[config.mk]
export PLATFORM = sky130hd
export DESIGN_NAME = fu_core
export DESIGN_NICKNAME = d
export VERILOG_FILES = /design/src/rtl/fu_pkg.sv /design/src/rtl/fu_arith.sv /design/src/rtl/fu_logic.sv /design/src/rtl/fu_shift.sv /design/src/rtl/fu_core.sv
export SDC_FILE = /design/constraint.sdc
export NUM_CORES = 1
export LEC_CHECK = 0
export BUFFER_PORTS_ARGS = -buffer_cell sky130_fd_sc_hd__buf_4
export CAP_MARGIN = 20
export CORE_MARGIN = 2
export CORE_UTILIZATION = 47
export DETAILED_ROUTE_END_ITERATION = 7
export GPL_ROUTABILITY_DRIVEN = 0
export PLACE_DENSITY = 0.74
export SETUP_SLACK_MARGIN = 0.4
export SLEW_MARGIN = 30
export SYNTH_ARGS = -nofsm -noshare
export SYNTH_HDL_FRONTEND = slang
export SYNTH_HIERARCHICAL = 1
export SYNTH_SLANG_ARGS = --single-unit
[constraint.sdc]
create_clock -name vclk -period 2.6
set_clock_uncertainty 0.2 [all_clocks]
set_input_delay 0 -clock vclk [all_inputs]
set_output_delay 0 -clock vclk [all_outputs]
set_load 0.1 [all_outputs]
[src/rtl/fu_pkg.sv]
package fu_pkg;

    typedef enum logic [3:0] {
        FS_PASS_A   = 4'b0000,
        FS_INC      = 4'b0001,
        FS_ADD      = 4'b0010,
        FS_ADD_C    = 4'b0011,
        FS_ADD_NB   = 4'b0100,
        FS_SUB      = 4'b0101,
        FS_DEC      = 4'b0110,
        FS_PASS_A2  = 4'b0111,
        FS_AND      = 4'b1000,
        FS_OR       = 4'b1001,
        FS_XOR      = 4'b1010,
        FS_NOT_A    = 4'b1011,
        FS_PASS_B   = 4'b1100,
        FS_SHR      = 4'b1101,
        FS_SHL      = 4'b1110,
        FS_SPARE    = 4'b1111
    } fu_op_e;

    typedef struct packed {
        logic v;
        logic c;
        logic n;
        logic z;
    } fu_flags_t;

    // true when the shifter output is the one selected
    function automatic logic fu_takes_shift(input logic [3:0] code);
        return code[3] & code[2];
    endfunction

    // true when the arithmetic circuit drives the result
    function automatic logic fu_is_arith(input logic [3:0] code);
        return ~code[3];
    endfunction

endpackage

[src/rtl/fu_arith.sv]
module fu_arith #(
    parameter int W = 8
) (
    input  logic [W-1:0] a,
    input  logic [W-1:0] b,
    input  logic [1:0]   ysel,
    input  logic         cin,
    output logic [W-1:0] g,
    output logic         cout,
    output logic         ovf
);
    localparam int SW = W + 1;

    logic [W-1:0]  y;
    logic [SW-1:0] sum;

    always_comb begin
        unique case (ysel)
            2'b00:   y = '0;
            2'b01:   y = b;
            2'b10:   y = ~b;
            default: y = '1;
        endcase
        sum  = {1'b0, a} + {1'b0, y} + {{W{1'b0}}, cin};
        g    = sum[W-1:0];
        cout = sum[W];
        ovf  = (a[W-1] == y[W-1]) && (g[W-1] != a[W-1]);
    end

    always_comb begin
        if (ysel == 2'b10 && cin)
            assert_sub_result_R1: assert (g == a - b)
                else $error("subtract result mismatch");
        if (ysel == 2'b01 && !cin && ovf)
            assert_add_ovf_signs_R6: assert (a[W-1] == b[W-1])
                else $error("overflow with unlike operand signs");
    end

endmodule

[src/rtl/fu_logic.sv]
module fu_logic #(
    parameter int W = 8
) (
    input  logic [W-1:0] a,
    input  logic [W-1:0] b,
    input  logic [1:0]   lsel,
    output logic [W-1:0] r
);
    always_comb begin
        unique case (lsel)
            2'b00:   r = a & b;
            2'b01:   r = a | b;
            2'b10:   r = a ^ b;
            default: r = ~a;
        endcase
    end
endmodule

[src/rtl/fu_shift.sv]
module fu_shift #(
    parameter int W = 8
) (
    input  logic [W-1:0] b,
    input  logic [1:0]   hsel,
    input  logic         fill_r,
    input  logic         fill_l,
    output logic [W-1:0] h
);
    logic [W-1:0] right_v;
    logic [W-1:0] left_v;

    genvar i;
    generate
        for (i = 0; i < W; i++) begin : g_bit
            if (i == W - 1) begin : g_top
                assign right_v[i] = fill_r;
            end else begin : g_rmid
                assign right_v[i] = b[i+1];
            end
            if (i == 0) begin : g_bot
                assign left_v[i] = fill_l;
            end else begin : g_lmid
                assign left_v[i] = b[i-1];
            end
        end
    endgenerate

    always_comb begin
        unique case (hsel)
            2'b01:   h = right_v;
            2'b10:   h = left_v;
            default: h = b;
        endcase
    end
endmodule

[src/rtl/fu_core.sv]
module fu_core
    import fu_pkg::*;
#(
    parameter int W = 8
) (
    input  logic [W-1:0] a_in,
    input  logic [W-1:0] b_in,
    input  logic [3:0]   fs,
    input  logic         fill_r,
    input  logic         fill_l,
    output logic [W-1:0] f_out,
    output logic         v_flag,
    output logic         c_flag,
    output logic         n_flag,
    output logic         z_flag
);
    localparam int MSB = W - 1;

    logic [W-1:0] g_arith;
    logic [W-1:0] g_logic;
    logic [W-1:0] h_shift;
    logic         a_cout;
    logic         a_ovf;
    logic [W-1:0] alu_g;
    fu_flags_t    st;

    fu_arith #(.W(W)) u_arith (
        .a(a_in), .b(b_in), .ysel(fs[2:1]), .cin(fs[0]),
        .g(g_arith), .cout(a_cout), .ovf(a_ovf)
    );

    fu_logic #(.W(W)) u_logic (
        .a(a_in), .b(b_in), .lsel(fs[1:0]), .r(g_logic)
    );

    fu_shift #(.W(W)) u_shift (
        .b(b_in), .hsel(fs[1:0]), .fill_r(fill_r), .fill_l(fill_l), .h(h_shift)
    );

    always_comb begin
        alu_g = fu_is_arith(fs) ? g_arith : g_logic;
        f_out = fu_takes_shift(fs) ? h_shift : alu_g;
        st.v  = fu_is_arith(fs) & a_ovf;
        st.c  = fu_is_arith(fs) & a_cout;
        st.n  = f_out[MSB];
        st.z  = ~|f_out;
    end

    assign v_flag = st.v;
    assign c_flag = st.c;
    assign n_flag = st.n;
    assign z_flag = st.z;

    always_comb begin
        if (fs[3])
            assert_no_carry_ovf_R7: assert (!c_flag && !v_flag)
                else $error("flags set outside arithmetic");
        if (fs == FS_PASS_B)
            assert_pass_b_R3: assert (f_out == b_in)
                else $error("pass-B mismatch");
        if (fs == FS_SHR)
            assert_rfill_R4: assert (f_out[MSB] == fill_r && f_out[MSB-1:0] == b_in[MSB:1])
                else $error("right shift mismatch");
        if (fs == FS_SHL)
            assert_lfill_R5: assert (f_out[0] == fill_l && f_out[MSB:1] == b_in[MSB-1:0])
                else $error("left shift mismatch");
        if (z_flag)
            assert_zero_not_neg_R8: assert (!n_flag)
                else $error("zero result flagged negative");
    end

endmodule

* Yosys cells after proc, flatten, opt, wreduce, memory -nomap -nowiden
Index checks and enable logic that the tools add are counted.
** Word-level totals
- Register bits :: 0
- Input port bits :: 22
- Output and inout bits :: 12
- Word-level logic and storage cells :: 27
** Operators by class
- $add $sub $neg :: 2
- Equality and inequality tests :: 6
- Multiplexer cells :: 5
- Bitwise gates (word level) :: 9
- Reduce and logical (&&, ||, !) cells :: 5
** Operators with widths (count)
- 8-bit one-hot mux with 3 select lines :: 2
- 8-bit 2-to-1 mux :: 2
- 8-bit inverter :: 2
- 8-bit one-hot mux with 2 select lines :: 1
- 8-bit by 8-bit adder with 9-bit output :: 1
- 9-bit by 1-bit adder with 9-bit output :: 1
- 8-bit bitwise AND :: 1
- 8-bit OR :: 1
- 8-bit OR reduction :: 1
- 8-bit XOR :: 1
- 2-bit by 1-bit equality test with 1-bit output (second input constant) :: 2
- 2-bit equality test (second input constant) :: 2
- 2-bit zero test :: 2
- 1-bit bitwise AND :: 3
- 1-bit equality test :: 1
- 1-bit logical AND :: 1
- 1-bit zero test :: 1
- 1-bit inequality test :: 1
- 1-bit inverter :: 1

* Longest topological paths before layout
- Depth after elaboration :: 8
- Depth in mapped cells :: 11
- Depth with buffers taken out :: 11

* Hierarchy
The synthesis kept the hierarchy.
** Modules (own cells, without submodules)
- fu_logic :: times used 1, cells each 50, area each 493.0 µm², sequential area each 0.0 µm²
- fu_arith :: times used 1, cells each 50, area each 426.7 µm², sequential area each 0.0 µm²
- fu_core :: times used 1, cells each 33, area each 215.2 µm², sequential area each 0.0 µm²
- fu_shift :: times used 1, cells each 31, area each 183.9 µm², sequential area each 0.0 µm²

* Worst setup path before layout
Ideal clock, no wire load.
- Path type :: in2out
- From :: input port b_in[0]
- To :: output port z_flag
- Arrival :: 4.132 ns
- Data required time :: 2.400 ns
- Setup slack :: -1.732 ns
- Stages on the path :: 11
- Buffers on the path :: 0
- Cell sequence :: mux2_2 fa_1 fa_1 a21oi_1 o211ai_1 a21oi_1 xnor2_1 nor2_1 a21oi_1 or4_1 nor2_1
** On the way
- Word-level cells in the longest chain between the ends :: 8
- Elaborated cells between the ends (all ways) :: 13
- Classes of those cells :: 2 x add/sub; 5 x mux; 4 x bitwise; 2 x reduce/logical
** Ends and longest elaborated chain
- start, declared :: line fu_core.sv:7 : input logic [W-1:0] b_in,
- 8-bit inverter :: line fu_arith.sv:21 : 2'b10: y = ~b;
- 8-bit one-hot mux with 3 select lines (*) :: line fu_arith.sv:18 : unique case (ysel)
- 8-bit by 8-bit adder with 9-bit output (*) :: line fu_arith.sv:24 : sum = {1'b0, a} + {1'b0, y} + {{W{1'b0}}, cin};
- 9-bit by 1-bit adder with 9-bit output (*) :: line fu_arith.sv:24
- named net g_arith[6] :: line fu_core.sv:19 : logic [W-1:0] g_arith;
- 8-bit 2-to-1 mux (*) :: line fu_core.sv:41 : alu_g = fu_is_arith(fs) ? g_arith : g_logic;
- 8-bit 2-to-1 mux (*) :: line fu_core.sv:42 : f_out = fu_takes_shift(fs) ? h_shift : alu_g;
- named net f_out[6] :: line fu_core.sv:11 : output logic [W-1:0] f_out,
- 8-bit OR reduction (*) :: line fu_core.sv:46 : st.z = ~|f_out;
- 1-bit zero test (*) :: line fu_core.sv:46
- end, declared :: line fu_core.sv:15 : output logic z_flag
The timed path passes the listed nets; every way through them passes the cells marked *.

* Final worst setup path
- From :: input port b_in[0]
- To :: output port z_flag
** On the way
- Word-level cells in the longest chain between the ends :: 8
- Elaborated cells between the ends (all ways) :: 13
- Classes of those cells :: 2 x add/sub; 5 x mux; 4 x bitwise; 2 x reduce/logical
** Ends and longest elaborated chain (line)
- 8-bit inverter :: fu_arith.sv:21
- 8-bit one-hot mux with 3 select lines (*) :: fu_arith.sv:18
- 8-bit by 8-bit adder with 9-bit output (*) :: fu_arith.sv:24
- 9-bit by 1-bit adder with 9-bit output (*) :: fu_arith.sv:24
- named net g_arith[4] :: fu_core.sv:19
- 8-bit 2-to-1 mux (*) :: fu_core.sv:41
- 8-bit 2-to-1 mux (*) :: fu_core.sv:42
- 8-bit OR reduction (*) :: fu_core.sv:46
- 1-bit zero test (*) :: fu_core.sv:46
Marked as above.

==> reports/metrics.cfg <==
[detailed_routing]
finalWirelength_um = 4680
num_vias = 1556
wl_per_cell_um = 17.9
postRouteAntennaNets = 0
drc = 0
wl_met1_um = 1750
first_pass_iters = 4
top_layer = met4
met2WireLength_um = 2350
drtIter0Drc = 99
vias_per_cell = 5.94
dr_wl_met3_um = 271

[layout]
seq_cell_count = 0
clock_buffers = 0
fin_area_um2 = 2140
n_antenna_cell = 0
areaGrowthSynthToFinish_pct = 62.0
nets = 282
drive_above_1_share_pct = 51.1
area.sequential_um2 = 0

[synthesis]
syn_nets = 213
yosysWarnings = 6
netlist.area_leader.share_pct = 23.7
synth_area_leaders = ha_1 24%, mux4_2 14%, inv_1 8.0%, mux2_2 6.8%, mux2i_1 6.1%
synth.avg_cell_area_um2 = 8.04
synth_cells = 164
yosysUniqueCellTypes = 28
yosys.area.top_type = ha_1
syn-cell-area_um2 = 1320
yosysSeqAreaShare_pct = 0

[critical_path]
cp.arrival_ns = 2.70
crit_path_max_incr_delay_ns = 0.51
path_cells = buf_6 -> mux2_4 -> fa_2 -> fa_2 -> a21oi_4 -> nor2b_1 -> nor3_1 -> nor2_1 -> nor2_1 -> a21oi_4 -> or4_4 -> nor2_4 -> buf_12
worstSetupPathType = input pin to output port
start_kind = input pin
cp_data_required_time_ns = 2.40
critPathMaxFanout = 3
worstSetupEndpointType = output port
cp_slowest_cell = or4_4

[grt]
overflow = 0
antenna_found_initial = 0
grt_pass1_vias = 1597
grt_first_pass_wirelength_um = 7410
grt_max_degree = 19
grt_usage_pct = 28.9

[timing]
max_freq_mhz = 344
relSlewSlack_pct = 73.0
fin_crit_sh_pct = 112
rsz0062_at_grt = true
hold_violations = 0
drv_slew = 0
tightest_slew_ns = 0.394
final-setup-viol-count = 1
timing.final.crit_period_ns = 2.90
setup_slack_ns = -0.304

[floorplan]
chipHeight_um = 57.0
io_pins = 34
start_util_pct = 48.7
dieArea_um2 = 3250
die_w_um = 57.0
rows = 19
core_um2 = 2710

[power_and_ir_drop]
peakVddDrop_mv = 0.288
total_power_mw = 0.819
powerDensity_nw_per_um2 = 383
p_leak_nw = 1.05

[flow_run]
maxCapViolations = 0

[place]
hpwlAfterDp_um = 3250
post_dp_cell_area_um2 = 1950
io_buffers = 34

[worst_hold_path]
hold_path.class = input pin to output port

[status]
status = complete, but fails checks
violations = negative setup slack

-- final cells by class --
type	instances	area, um2
Fill cell	158	573
Tap cell	31	38.8
Multi-Input combinational cell	127	1310
Inverter	28	105
Timing Repair Buffer	76	688
-- synth_stat cells (all sizes together) --
library cell / n
a22oi: 8
fa: 2
a211oi: 1
mux2: 9
xnor2: 4
nor2b: 4
or3: 1
mux2i: 8
nor2: 12
o211ai: 1
inv: 28
xor2: 1
mux4: 8
nor3: 3
nand2: 10
o31ai: 1
buf: 9
o21ai: 11
ha: 25
a21oi: 13
a21o: 1
o21bai: 1
o22ai: 1
or4: 2
-- critical path: cells and delay by family --
kind / cells / cell delay [ns]
AND/OR/NAND/NOR: 6 / 1.14
adder cells (fa/ha/maj): 2 / 0.75
multiplexers: 1 / 0.30
buffers and inverters: 2 / 0.27
AO/OA/AOI/OAI: 2 / 0.23
-- metal layers --
layer	global-route usage, %	vias up
li1	-	709
met1	34.4	729
met2	49.4	88
met3	3.40	30
met4	18.3	0
met5	0	-
-- layout by cell type (no fill, tap or decap), types with 2 or more instances in the layout --
cell type | netlist | routed
nor3_2 | 0 | 2
a21oi_4 | 0 | 8
mux2_4 | 0 | 2
buf_12 | 0 | 7
a22oi_1 | 8 | 8
ha_2 | 0 | 3
mux2_2 | 8 | 6
mux2i_1 | 8 | 8
xnor2_1 | 4 | 4
inv_1 | 28 | 28
nand2_1 | 10 | 10
buf_4 | 3 | 61
mux4_2 | 8 | 8
o21ai_1 | 6 | 8
fa_2 | 0 | 2
nor2_1 | 12 | 10
ha_1 | 25 | 21
nor2b_1 | 4 | 2
a21oi_2 | 0 | 2
buf_6 | 4 | 8
o21ai_0 | 5 | 3
a21oi_1 | 13 | 3
-- worst paths after layout --
check	to	slack, ns	depth (start not counted)	from
worst max-delay path	z_flag	-0.30	13	b_in[0]
worst min-delay path	v_flag	0.35	3	fs[3]
-- cells by family (layout without fill, tap and decap cells) --
| family | count (synthesis) | in the layout | share of synthesized area (%) |
|---|---|---|---|
| mux | 25 | 25 | 27.4 |
| buf+inv | 37 | 104 | 13.9 |
| simple gates | 32 | 32 | 10.9 |
| compound gates | 38 | 38 | 17.7 |
| fa+ha+maj | 27 | 27 | 26.8 |
| xor+xnor | 5 | 5 | 3.32 |
-- where the power goes --
| part | total, mW | internal [mW] | switching (mW) |
|---|---|---|---|
| Combinational | 0.819 | 0.344 | 0.476 |
| Sequential | 0 | 0 | 0 |
| Clock | 0 | 0 | 0 |
| Total | 0.819 | 0.344 | 0.476 |
-- stage by stage --
stage | util [%] | setup TNS (ns) | instances | hold slack [ns] | setup slack, ns
6_report | 78.9 | -0.304 | 262 | 0.352 | -0.304
5_1_grt | 78.9 | -0.375 | 262 | 0.368 | -0.375
4_1_cts | 77.5 | -0.255 | 261 | 0.341 | -0.255
3_5_place_dp | 71.8 | -0.360 | 257 | 0.386 | -0.360
3_3_place_gp | 71.8 | -0.296 | 257 | 0.386 | -0.296
2_1_floorplan | - | -0.408 | 164 | 0.140 | -0.408
-- timing repair --
item | 4_1_cts | 5_1_grt
gates resized for setup | 31 | 7
buffers inserted | 4 | 1
setup endpoints to repair | 9 | 12
hold buffers | 0 | 0
pin swaps | 4 | 0
Power figures use the tool's default switching activity.
